==> config.mk <==
export PLATFORM = sky130hd
export DESIGN_NAME = dual_id_twi_slave
export DESIGN_NICKNAME = d
export VERILOG_FILES = /design/src/rtl/twi_pkg.sv /design/src/rtl/twi_line_filter.sv /design/src/rtl/twi_bus_events.sv /design/src/rtl/twi_addr_ptr.sv /design/src/rtl/dual_id_twi_slave.sv
export SDC_FILE = /design/constraint.sdc
export NUM_CORES = 1
export LEC_CHECK = 0
export BUFFER_PORTS_ARGS = -buffer_cell sky130_fd_sc_hd__buf_2
export CAP_MARGIN = 10
export CORE_ASPECT_RATIO = 1.5
export CORE_UTILIZATION = 57
export CTS_CLUSTER_DIAMETER = 40
export DETAILED_ROUTE_END_ITERATION = 16
export GPL_ROUTABILITY_DRIVEN = 0
export PLACE_DENSITY = 0.8
export SLEW_MARGIN = 20
export SYNTH_ARGS = -nofsm -noshare
export SYNTH_HDL_FRONTEND = slang
export SYNTH_SLANG_ARGS = --single-unit
==> constraint.sdc <==
create_clock -name clk -period 2.4 [get_ports clk]
set_input_delay 0.72 -clock clk [delete_from_list [all_inputs] [get_ports clk]]
set_output_delay 0.72 -clock clk [all_outputs]
set_load 0.02 [all_outputs]
==> src/rtl/twi_pkg.sv <==
// Shared types for the dual-identifier two-wire slave.
// Assumes: one system clock domain, protocol byte width of 8.
package twi_pkg;
    localparam int BYTE_W = 8;
    localparam logic [3:0] ID_MEM = 4'b1010;
    localparam logic [3:0] ID_RTC = 4'b1101;

    typedef enum logic [2:0] {
        PH_IDLE, PH_RX, PH_ACK, PH_LOAD, PH_FETCH, PH_TX, PH_MACK
    } phase_t;

    typedef enum logic [1:0] {
        ST_DEV, ST_AHI, ST_ALO, ST_DATA
    } stage_t;
endpackage

==> src/rtl/twi_line_filter.sv <==
// Synchronises one bus line and lets a new level through only after it
// has been stable for STABLE system clocks.
// Assumes: idle bus level is high, STABLE >= 1.
module twi_line_filter #(
    parameter int STABLE = 3
) (
    input  logic clk,
    input  logic rst_n,
    input  logic raw,
    output logic clean
);
    localparam int CW = $clog2(STABLE + 1);

    logic [1:0]    sync_q;
    logic [CW-1:0] cnt_q;

    // Two-flop synchroniser followed by a stability counter.
    always_ff @(posedge clk) begin
        if (!rst_n) begin
            sync_q <= 2'b11;
            cnt_q  <= '0;
            clean  <= 1'b1;
        end else begin
            sync_q <= {sync_q[0], raw};
            if (sync_q[1] == clean) begin
                cnt_q <= '0;
            end else if (cnt_q == CW'(STABLE - 1)) begin
                clean <= sync_q[1];
                cnt_q <= '0;
            end else begin
                cnt_q <= cnt_q + 1'b1;
            end
        end
    end
endmodule

==> src/rtl/twi_bus_events.sv <==
// Turns filtered SCL/SDA into single-cycle edge and condition pulses.
// Assumes: inputs are already synchronous and glitch free.
module twi_bus_events (
    input  logic clk,
    input  logic rst_n,
    input  logic scl,
    input  logic sda,
    output logic scl_rise,
    output logic scl_fall,
    output logic start_evt,
    output logic stop_evt
);
    logic scl_q, sda_q;

    // Remember the previous line levels.
    always_ff @(posedge clk) begin
        if (!rst_n) begin
            scl_q <= 1'b1;
            sda_q <= 1'b1;
        end else begin
            scl_q <= scl;
            sda_q <= sda;
        end
    end

    // Edges of SCL; SDA moving while SCL stays high marks start or stop.
    always_comb begin
        scl_rise  = scl & ~scl_q;
        scl_fall  = ~scl & scl_q;
        start_evt = scl & scl_q & sda_q & ~sda;
        stop_evt  = scl & scl_q & ~sda_q & sda;
    end
endmodule

==> src/rtl/twi_addr_ptr.sv <==
// Persistent auto-incrementing address pointer; load wins over increment.
// Assumes: wrap at 2**W is the intended roll-over.
module twi_addr_ptr #(
    parameter int W = 15
) (
    input  logic         clk,
    input  logic         rst_n,
    input  logic         load,
    input  logic [W-1:0] load_val,
    input  logic         inc,
    output logic [W-1:0] ptr
);
    // Hold, load or advance the pointer.
    always_ff @(posedge clk) begin
        if (!rst_n)    ptr <= '0;
        else if (load) ptr <= load_val;
        else if (inc)  ptr <= ptr + 1'b1;
    end
endmodule

==> src/rtl/dual_id_twi_slave.sv <==
// Two-wire slave serving a byte memory and an RTC register file under two
// identifiers with one shared device-select field and separate pointers.
// Assumes: read ports return data one cycle after their read strobe; SCL
// phases last longer than the filter latency plus three clocks.
module dual_id_twi_slave
    import twi_pkg::*;
#(
    parameter int FILT_CYCLES = 3,
    parameter int MEM_AW      = 15,
    parameter int RTC_AW      = 4
) (
    input  logic              clk,
    input  logic              rst_n,
    input  logic              pwr_good,
    input  logic [2:0]        dev_sel,
    input  logic              scl_i,
    input  logic              sda_i,
    output logic              sda_oe,
    output logic [MEM_AW-1:0] mem_addr,
    output logic              mem_wr,
    output logic              mem_rd,
    input  logic [7:0]        mem_rdata,
    output logic [RTC_AW-1:0] rtc_addr,
    output logic              rtc_wr,
    output logic              rtc_rd,
    input  logic [7:0]        rtc_rdata,
    output logic [7:0]        wr_data
);
    localparam int HI_W = MEM_AW - BYTE_W;

    logic [1:0] raw_lines, clean_lines;
    logic       scl_f, sda_f;
    logic       scl_rise, scl_fall, start_evt, stop_evt;

    assign raw_lines = {sda_i, scl_i};

    genvar g;
    generate
        for (g = 0; g < 2; g++) begin : g_filt
            twi_line_filter #(.STABLE(FILT_CYCLES)) u_filt (
                .clk(clk), .rst_n(rst_n),
                .raw(raw_lines[g]), .clean(clean_lines[g])
            );
        end
    endgenerate

    assign scl_f = clean_lines[0];
    assign sda_f = clean_lines[1];

    twi_bus_events u_events (
        .clk(clk), .rst_n(rst_n), .scl(scl_f), .sda(sda_f),
        .scl_rise(scl_rise), .scl_fall(scl_fall),
        .start_evt(start_evt), .stop_evt(stop_evt)
    );

    phase_t          phase;
    stage_t          stage;
    logic [3:0]      bitcnt;
    logic [7:0]      shreg, wdata_q;
    logic [HI_W-1:0] hi_byte;
    logic            is_rtc, is_read, oe_q, mack_q;
    logic            mem_wr_q, rtc_wr_q, mem_rd_q, rtc_rd_q;

    logic [7:0]  rx_byte, rd_byte;
    logic        byte_end, tx_end, id_match;
    logic        mem_load, rtc_load, mem_inc, rtc_inc;

    // Byte assembly, event qualification and pointer control.
    always_comb begin
        rx_byte  = {shreg[6:0], sda_f};
        rd_byte  = is_rtc ? rtc_rdata : mem_rdata;
        byte_end = pwr_good && (phase == PH_RX) && scl_rise && (bitcnt == 4'd7);
        tx_end   = pwr_good && (phase == PH_TX) && scl_fall && (bitcnt == 4'd7);
        id_match = (rx_byte[3:1] == dev_sel) &&
                   ((rx_byte[7:4] == ID_MEM) || (rx_byte[7:4] == ID_RTC));
        mem_load = byte_end && (stage == ST_ALO) && !is_rtc;
        rtc_load = byte_end && (stage == ST_ALO) && is_rtc;
        mem_inc  = mem_wr_q || (tx_end && !is_rtc);
        rtc_inc  = rtc_wr_q || (tx_end && is_rtc);
    end

    twi_addr_ptr #(.W(MEM_AW)) u_mem_ptr (
        .clk(clk), .rst_n(rst_n), .load(mem_load),
        .load_val({hi_byte, rx_byte}), .inc(mem_inc), .ptr(mem_addr)
    );

    twi_addr_ptr #(.W(RTC_AW)) u_rtc_ptr (
        .clk(clk), .rst_n(rst_n), .load(rtc_load),
        .load_val(rx_byte[RTC_AW-1:0]), .inc(rtc_inc), .ptr(rtc_addr)
    );

    // Protocol state machine: receive, acknowledge, fetch and transmit.
    always_ff @(posedge clk) begin
        mem_wr_q <= 1'b0;
        rtc_wr_q <= 1'b0;
        mem_rd_q <= 1'b0;
        rtc_rd_q <= 1'b0;
        if (!rst_n) begin
            phase   <= PH_IDLE;
            stage   <= ST_DEV;
            bitcnt  <= '0;
            shreg   <= '0;
            wdata_q <= '0;
            hi_byte <= '0;
            is_rtc  <= 1'b0;
            is_read <= 1'b0;
            oe_q    <= 1'b0;
            mack_q  <= 1'b0;
        end else if (!pwr_good || stop_evt) begin
            phase <= PH_IDLE;
            oe_q  <= 1'b0;
        end else if (start_evt) begin
            phase  <= PH_RX;
            stage  <= ST_DEV;
            bitcnt <= '0;
            oe_q   <= 1'b0;
        end else begin
            case (phase)
                PH_RX: begin
                    if (scl_rise && bitcnt < 4'd8) begin
                        shreg  <= rx_byte;
                        bitcnt <= bitcnt + 1'b1;
                        if (bitcnt == 4'd7) begin
                            case (stage)
                                ST_DEV: begin
                                    if (id_match) begin
                                        is_rtc  <= (rx_byte[7:4] == ID_RTC);
                                        is_read <= rx_byte[0];
                                    end else begin
                                        phase <= PH_IDLE;
                                    end
                                end
                                ST_AHI:  hi_byte <= rx_byte[HI_W-1:0];
                                ST_DATA: begin
                                    wdata_q  <= rx_byte;
                                    mem_wr_q <= !is_rtc;
                                    rtc_wr_q <= is_rtc;
                                end
                                default: ;
                            endcase
                        end
                    end else if (scl_fall && bitcnt == 4'd8) begin
                        phase <= PH_ACK;
                        oe_q  <= 1'b1;
                    end
                end
                PH_ACK: begin
                    if (scl_fall) begin
                        oe_q <= 1'b0;
                        if (stage == ST_DEV && is_read) begin
                            phase    <= PH_LOAD;
                            mem_rd_q <= !is_rtc;
                            rtc_rd_q <= is_rtc;
                        end else begin
                            phase  <= PH_RX;
                            bitcnt <= '0;
                            case (stage)
                                ST_DEV:  stage <= is_rtc ? ST_ALO : ST_AHI;
                                ST_AHI:  stage <= ST_ALO;
                                default: stage <= ST_DATA;
                            endcase
                        end
                    end
                end
                PH_LOAD:  phase <= PH_FETCH;
                PH_FETCH: begin
                    shreg  <= rd_byte;
                    oe_q   <= ~rd_byte[7];
                    bitcnt <= '0;
                    phase  <= PH_TX;
                end
                PH_TX: begin
                    if (scl_fall) begin
                        if (bitcnt == 4'd7) begin
                            oe_q  <= 1'b0;
                            phase <= PH_MACK;
                        end else begin
                            shreg  <= {shreg[6:0], 1'b0};
                            oe_q   <= ~shreg[6];
                            bitcnt <= bitcnt + 1'b1;
                        end
                    end
                end
                PH_MACK: begin
                    if (scl_rise) begin
                        mack_q <= ~sda_f;
                    end else if (scl_fall) begin
                        if (mack_q) begin
                            phase    <= PH_LOAD;
                            mem_rd_q <= !is_rtc;
                            rtc_rd_q <= is_rtc;
                        end else begin
                            phase <= PH_IDLE;
                        end
                    end
                end
                default: ;
            endcase
        end
    end

    assign sda_oe  = oe_q;
    assign mem_wr  = mem_wr_q;
    assign rtc_wr  = rtc_wr_q;
    assign mem_rd  = mem_rd_q;
    assign rtc_rd  = rtc_rd_q;
    assign wr_data = wdata_q;


    pwr_off_release_chk: assert property (@(posedge clk) disable iff (!rst_n)
        !pwr_good |=> !sda_oe);


    mem_wr_advance_chk: assert property (@(posedge clk) disable iff (!rst_n)
        mem_wr |=> (mem_addr == $past(mem_addr) + 1'b1));


    rtc_isolation_chk: assert property (@(posedge clk) disable iff (!rst_n)
        (rtc_wr || rtc_rd) |=> $stable(mem_addr));


    start_release_chk: assert property (@(posedge clk) disable iff (!rst_n)
        start_evt |=> !sda_oe);


    oe_change_low_chk: assert property (@(posedge clk) disable iff (!rst_n)
        $rose(sda_oe) |-> !scl_f);


    write_after_bit_chk: assert property (@(posedge clk) disable iff (!rst_n)
        (mem_wr || rtc_wr) |-> $past(scl_rise));
endmodule

# Word-level counts from Yosys, hierarchy flattened
# Cells that the tools add are included.
# word_totals
elab_cells	199
input_bits	24
register_bits	70
# op_classes
n_addsub	5
muxes	54
n_reduce_logical	48
order_cmp	1
bitwise	22
n_eq_ne	44
# op_table
op	count
$mux W4	8
$mux W15	2
$mux W3	10
$ne A3 B3 Y1 const B	8
$mux W7	3
$pmux W7 S3	1
$reduce_and A10 Y1	2
$pmux W3 S6	1
$reduce_and A6 Y1	3
$mux W1	16
$pmux W4 S4	1
$add A15 B1 Y15 const B	1
$logic_and A1 B1 Y1	15
$not A1 Y1	15
$mux W2	7
$ne A2 B2 Y1 const B	7
$reduce_and A7 Y1	2
$eq A4 B4 Y1 const B	3
$eq A3 B3 Y1 const B	3
$ne A3 B2 Y1 const B	3
$reduce_or A3 Y1	3
$add A4 B1 Y4 const B	2
$eq A2 B2 Y1 const B	4
$mux W8	1
other kinds (31)	53

# Longest topological paths before layout
# depth
word_depth	9
mapped_depth	8
mapped_depth_nobuf	7

# Modules after synthesis
# From an unflattened synthesis, not the netlist that was laid out.
# hier_totals
cells_unflattened	415
area_unflattened_um2	3592.2
# by_module_without_submodules
mod	instances	area_per_inst_um2	cells_each
dual_id_twi_slave	1	2204.6	264
twi_addr_ptr (u_mem_ptr)	1	772.0	93
twi_line_filter	2	168.9	14
twi_addr_ptr (u_rtc_ptr)	1	192.7	22
twi_bus_events	1	85.1	8

# Least setup slack after synthesis
# OpenSTA, ideal clock, no wires.
# synth_path
kind	input -> register
from	in rst_n
to	reg bitcnt[0]
required_time_ps	2325
path_slack_ps	406
stages	5
arrival_time_ps	1919
setup_ps	75
path_cell_list	clkbuf_1 inv_1 or2_2 or4_4 o22ai_1
# synth_lines
item	line_no	source
start: declaration	dual_id_twi_slave.sv:13	input logic rst_n,
end signal: assignment	dual_id_twi_slave.sv:122	bitcnt <= bitcnt + 1'b1;
end signal: assignment	dual_id_twi_slave.sv:180	bitcnt <= bitcnt + 1'b1;
end: declaration	dual_id_twi_slave.sv:58	logic [3:0] bitcnt;

# Worst setup path after layout
# layout_path
from	reg phase[2]
to	reg phase[0]
# layout_between
elab_chain_len	3
elab_cells_between_ends	19
# layout_rtl
item	line_no	source
start: declaration	dual_id_twi_slave.sv:56	phase_t phase;
start signal: assignment	dual_id_twi_slave.sv:99	phase <= PH_IDLE;
start signal: assignment	dual_id_twi_slave.sv:110	phase <= PH_IDLE;
start signal: assignment	dual_id_twi_slave.sv:113	phase <= PH_RX;
$eq A3 B1 Y1 (tied with other cells)	dual_id_twi_slave.sv:118	case (phase)
$ne A4 B3 Y1 (no source line) (tied with other cells)	-	
$reduce_and A10 Y1 (no source line) / $mux W1 (equally long branches)	-	
# Several ways; a longest one is shown, not always the timed one.
# A chain may end at the register's enable or synchronous reset.

==> out/metrics.yaml <==
status: "complete, no violations"
fin_setup_tns_ns: 0
leakagePower_nw: 1.62
synth_enable_flop_cells: 0
postSynthRegisterBits: 70
postSynth.asyncResetShare_pct: 0
antenna_left: 0
diodes: 0
design_area_mm2: 0.00437
cts_htree_levels: 3
final-max-slew-violation-count: 0
ios: 56
worst_clock_skew_ns: 0.00785
clock_tree_from_tritoncts: "yes"
synthDominantAreaCellType: "dfxtp_1"
post-cts-setup-buffer-count: 0
cts_max_path_buffers: 2
critical_path.reg2reg.startpoint: "phase[2]"
setup_repair_after_global_routing_missed_its_margin: "false"
critical_path.max_stage_delay_ns: 0.90
startpoint_type: "register"
antenna_found_initial: 0
yosys.cell_count.top_type: "dfxtp_1"
core_mm2: 0.00649
num_rows: 36
buffer_ports.inserted: 55
endpoint_kind: "register"
routed_wire_length_per_instance_um: 16.2
wl_um: 9440
top_area_cell_type_share_of_the_netlist_area_pct: 36.6
final_net_count: 535
grt_max_degree: 46
die_area_mm2: 0.00705
worst_setup_path_endpoint: "phase[0]"
dr.pass1.iters: 5
place_worst_setup_slack_ns: 0.270
post_route_cells_drive_above_1_share_pct: 20.8
num_vias: 3517
cp_data_arrival_time_ns: 2.43
chipWidth_um: 68.9
pwr_density_cell_mw_per_mm2: 535
post_cts_resize_count: 0
groute.usage.overall_pct: 29.0
minimum_clock_period_after_layout_ns: 2.20
irDropWorstVdd_mv: 0.308
drt_iter0_drc: 225
regToRegEndpoint: "phase[0]"
transition_time_at_the_pin_with_the_least_slew_margin_ns: 0.889
worstHoldPathType: "register to register"
syn_area_per_cell_um2: 8.47
crit_chain: "nor2b_1, o211a_1, a2bb2oi_1, nand3_1, mux2_1"
insertion_delay_ns: 0.34
post_synth_instance_area_mm2: 0.00383
cts-hold-fix-buffers: 0
min_period_over_period_pct: 91.6
synthesis.nets: 487
remaining_global_route_overflow: 0
die-height_um: 102
most_instantiated_cells_after_synthesis: "70 x dfxtp_1, 64 x nand2_1, 29 x nor2_1"
timing.critical_path.fanout_max: 24
synth_cell_type_count: 69
length_in_cells_of_the_worst_reg_to_reg_path: 5
post_synth_inst_count: 452
setup.worst_path.class: "register to register"
numCtsBuffers: 9
vias_in_the_first_global_route: 3328
area_delta_synth_final_pct: 14.1
worst_setup_path_startpoint: "phase[2]"
grt_first_pass_wirelength_um: 15300
max_cap_viol_count: 0
fraction_of_the_yosys_area_taken_by_sequential_cells_pct: 36.6
synthesis.yosys.warnings: 0
timing.max_slew.rel_slack_pct: 40.7
post_dr_vias_cell: 6.05
num-fill-cells: 529
post_detailed_placement_cell_area_mm2: 0.00414
floorplan.initialDensity_pct: 59.0
detailedPlacementHpwl_um: 6920
rrSetupSlack_ns: 0.20
final.setup.worst_slack_ns: 0.201
cts_num_sinks: 70
cts.root.buffer_cell: "clkbuf_8"
drc: 0
achievable-frequency_mhz: 455
required_ns: 2.63
critPathSlowestCell: "dfxtp_1"
synth_flop_cell: "dfxtp_1"
final_hold_viol_count: 0
cell_types_occupying_the_most_area_after_synthesis: "dfxtp_1 37%, nand2_1 6.3%, mux2i_1 5.8%"
setup-violations-final: 0
cts_clk_pin_slew_worst_paths_ns: 0.07
-- how the worst min path moves through the flow --
| stage | slack [ns] | startpoint | end | cells after the start |
|---|---|---|---|---|
| floorplan | 0.39 | g_filt[0].u_filt.sync_q[0] | g_filt[0].u_filt.sync_q[1] | 1 |
| global placement | 0.39 | g_filt[1].u_filt.sync_q[0] | g_filt[1].u_filt.sync_q[1] | 1 |
| detailed placement | 0.39 | g_filt[1].u_filt.sync_q[0] | g_filt[1].u_filt.sync_q[1] | 1 |
| CTS | 0.41 | g_filt[1].u_filt.sync_q[0] | g_filt[1].u_filt.sync_q[1] | 1 |
| global route | 0.44 | g_filt[0].u_filt.sync_q[0] | g_filt[0].u_filt.sync_q[1] | 1 |
| finish | 0.41 | g_filt[1].u_filt.cnt_q[0] | g_filt[1].u_filt.cnt_q[0] | 1 |
-- through the flow --
step / utilization [%] / total power [mW] / hold slack, ns / instances
finish: 67.3 / 2.34 / 0.415 / 581
floorplan: - / 1.24 / 0.386 / 452
global placement: 63.8 / 1.27 / 0.389 / 565
global route: 67.3 / 2.40 / 0.439 / 581
detailed placement: 63.8 / 1.27 / 0.392 / 565
CTS: 67.3 / 2.34 / 0.410 / 581
-- layer usage --
metal	up-vias	share of wire (%)	track usage, %
met5	-	0	0
met4	0	3.2	13.0
met3	30	4.0	6.03
met2	132	53	51.5
met1	1650	40	32.1
li1	1705	-	-
-- power by group --
part           internal [mW]  total [mW]  switching, mW
Sequential              1.16        1.17        0.00224
Clock                  0.642        1.10          0.454
Combinational         0.0290      0.0733         0.0443
Total                   1.84        2.34          0.500
-- cells by family after synthesis --
group	share of synthesized area (%)
AND/OR/NAND/NOR	27.4
AO/OA/AOI/OAI	16.0
XOR/XNOR	5.03
flip-flops	36.6
buffers and inverters	5.26
adder cells (fa/ha/maj)	3.60
multiplexers	6.05
-- worst max-delay path: cells and delay by family, from the launching register on --
family | cells | cell delay [ns]
flops | 1 | 0.90
simple gates | 2 | 0.36
mux | 1 | 0.32
compound gates | 2 | 0.50
-- final cells by class --
cell class | count | area (um^2) | share of cell area, %
timing repair buffer | 67 | 365 | 8.36
clock buffer | 11 | 151 | 3.47
tap | 76 | 95.1 | 2.18
multi-input combinational | 339 | 2220 | 50.9
inverter | 13 | 48.8 | 1.12
sequential | 70 | 1400 | 32.1
clock inverter | 5 | 81.3 | 1.86
-- flip-flops by register name, indices dropped and copies added, names as in the netlist, 2 cells and up --
signal	count
wr_data	8
hi_byte	7
phase	3
g_filt.u_filt.clean	2
g_filt.u_filt.sync_q	4
stage	2
u_mem_ptr.ptr	15
u_rtc_ptr.ptr	4
g_filt.u_filt.cnt_q	4
shreg	7
bitcnt	4
-- cell usage in the layout (no fill, tap or decap), types with 5 or more instances in the layout --
cell / count
nor3_1: 12
clkbuf_8: 11
mux2i_1: 22
nand3_1: 23
o21ai_1: 23
dfxtp_1: 70
xor2_1: 6
o21ai_0: 6
nor2_1: 29
xnor2_1: 16
nand4_1: 10
nor2b_1: 5
a21oi_1: 19
ha_1: 11
nand2_1: 64
nand2b_1: 9
inv_1: 12
a211oi_1: 5
buf_4: 12
buf_2: 55
No activity file was read; power rests on OpenSTA's default activity.
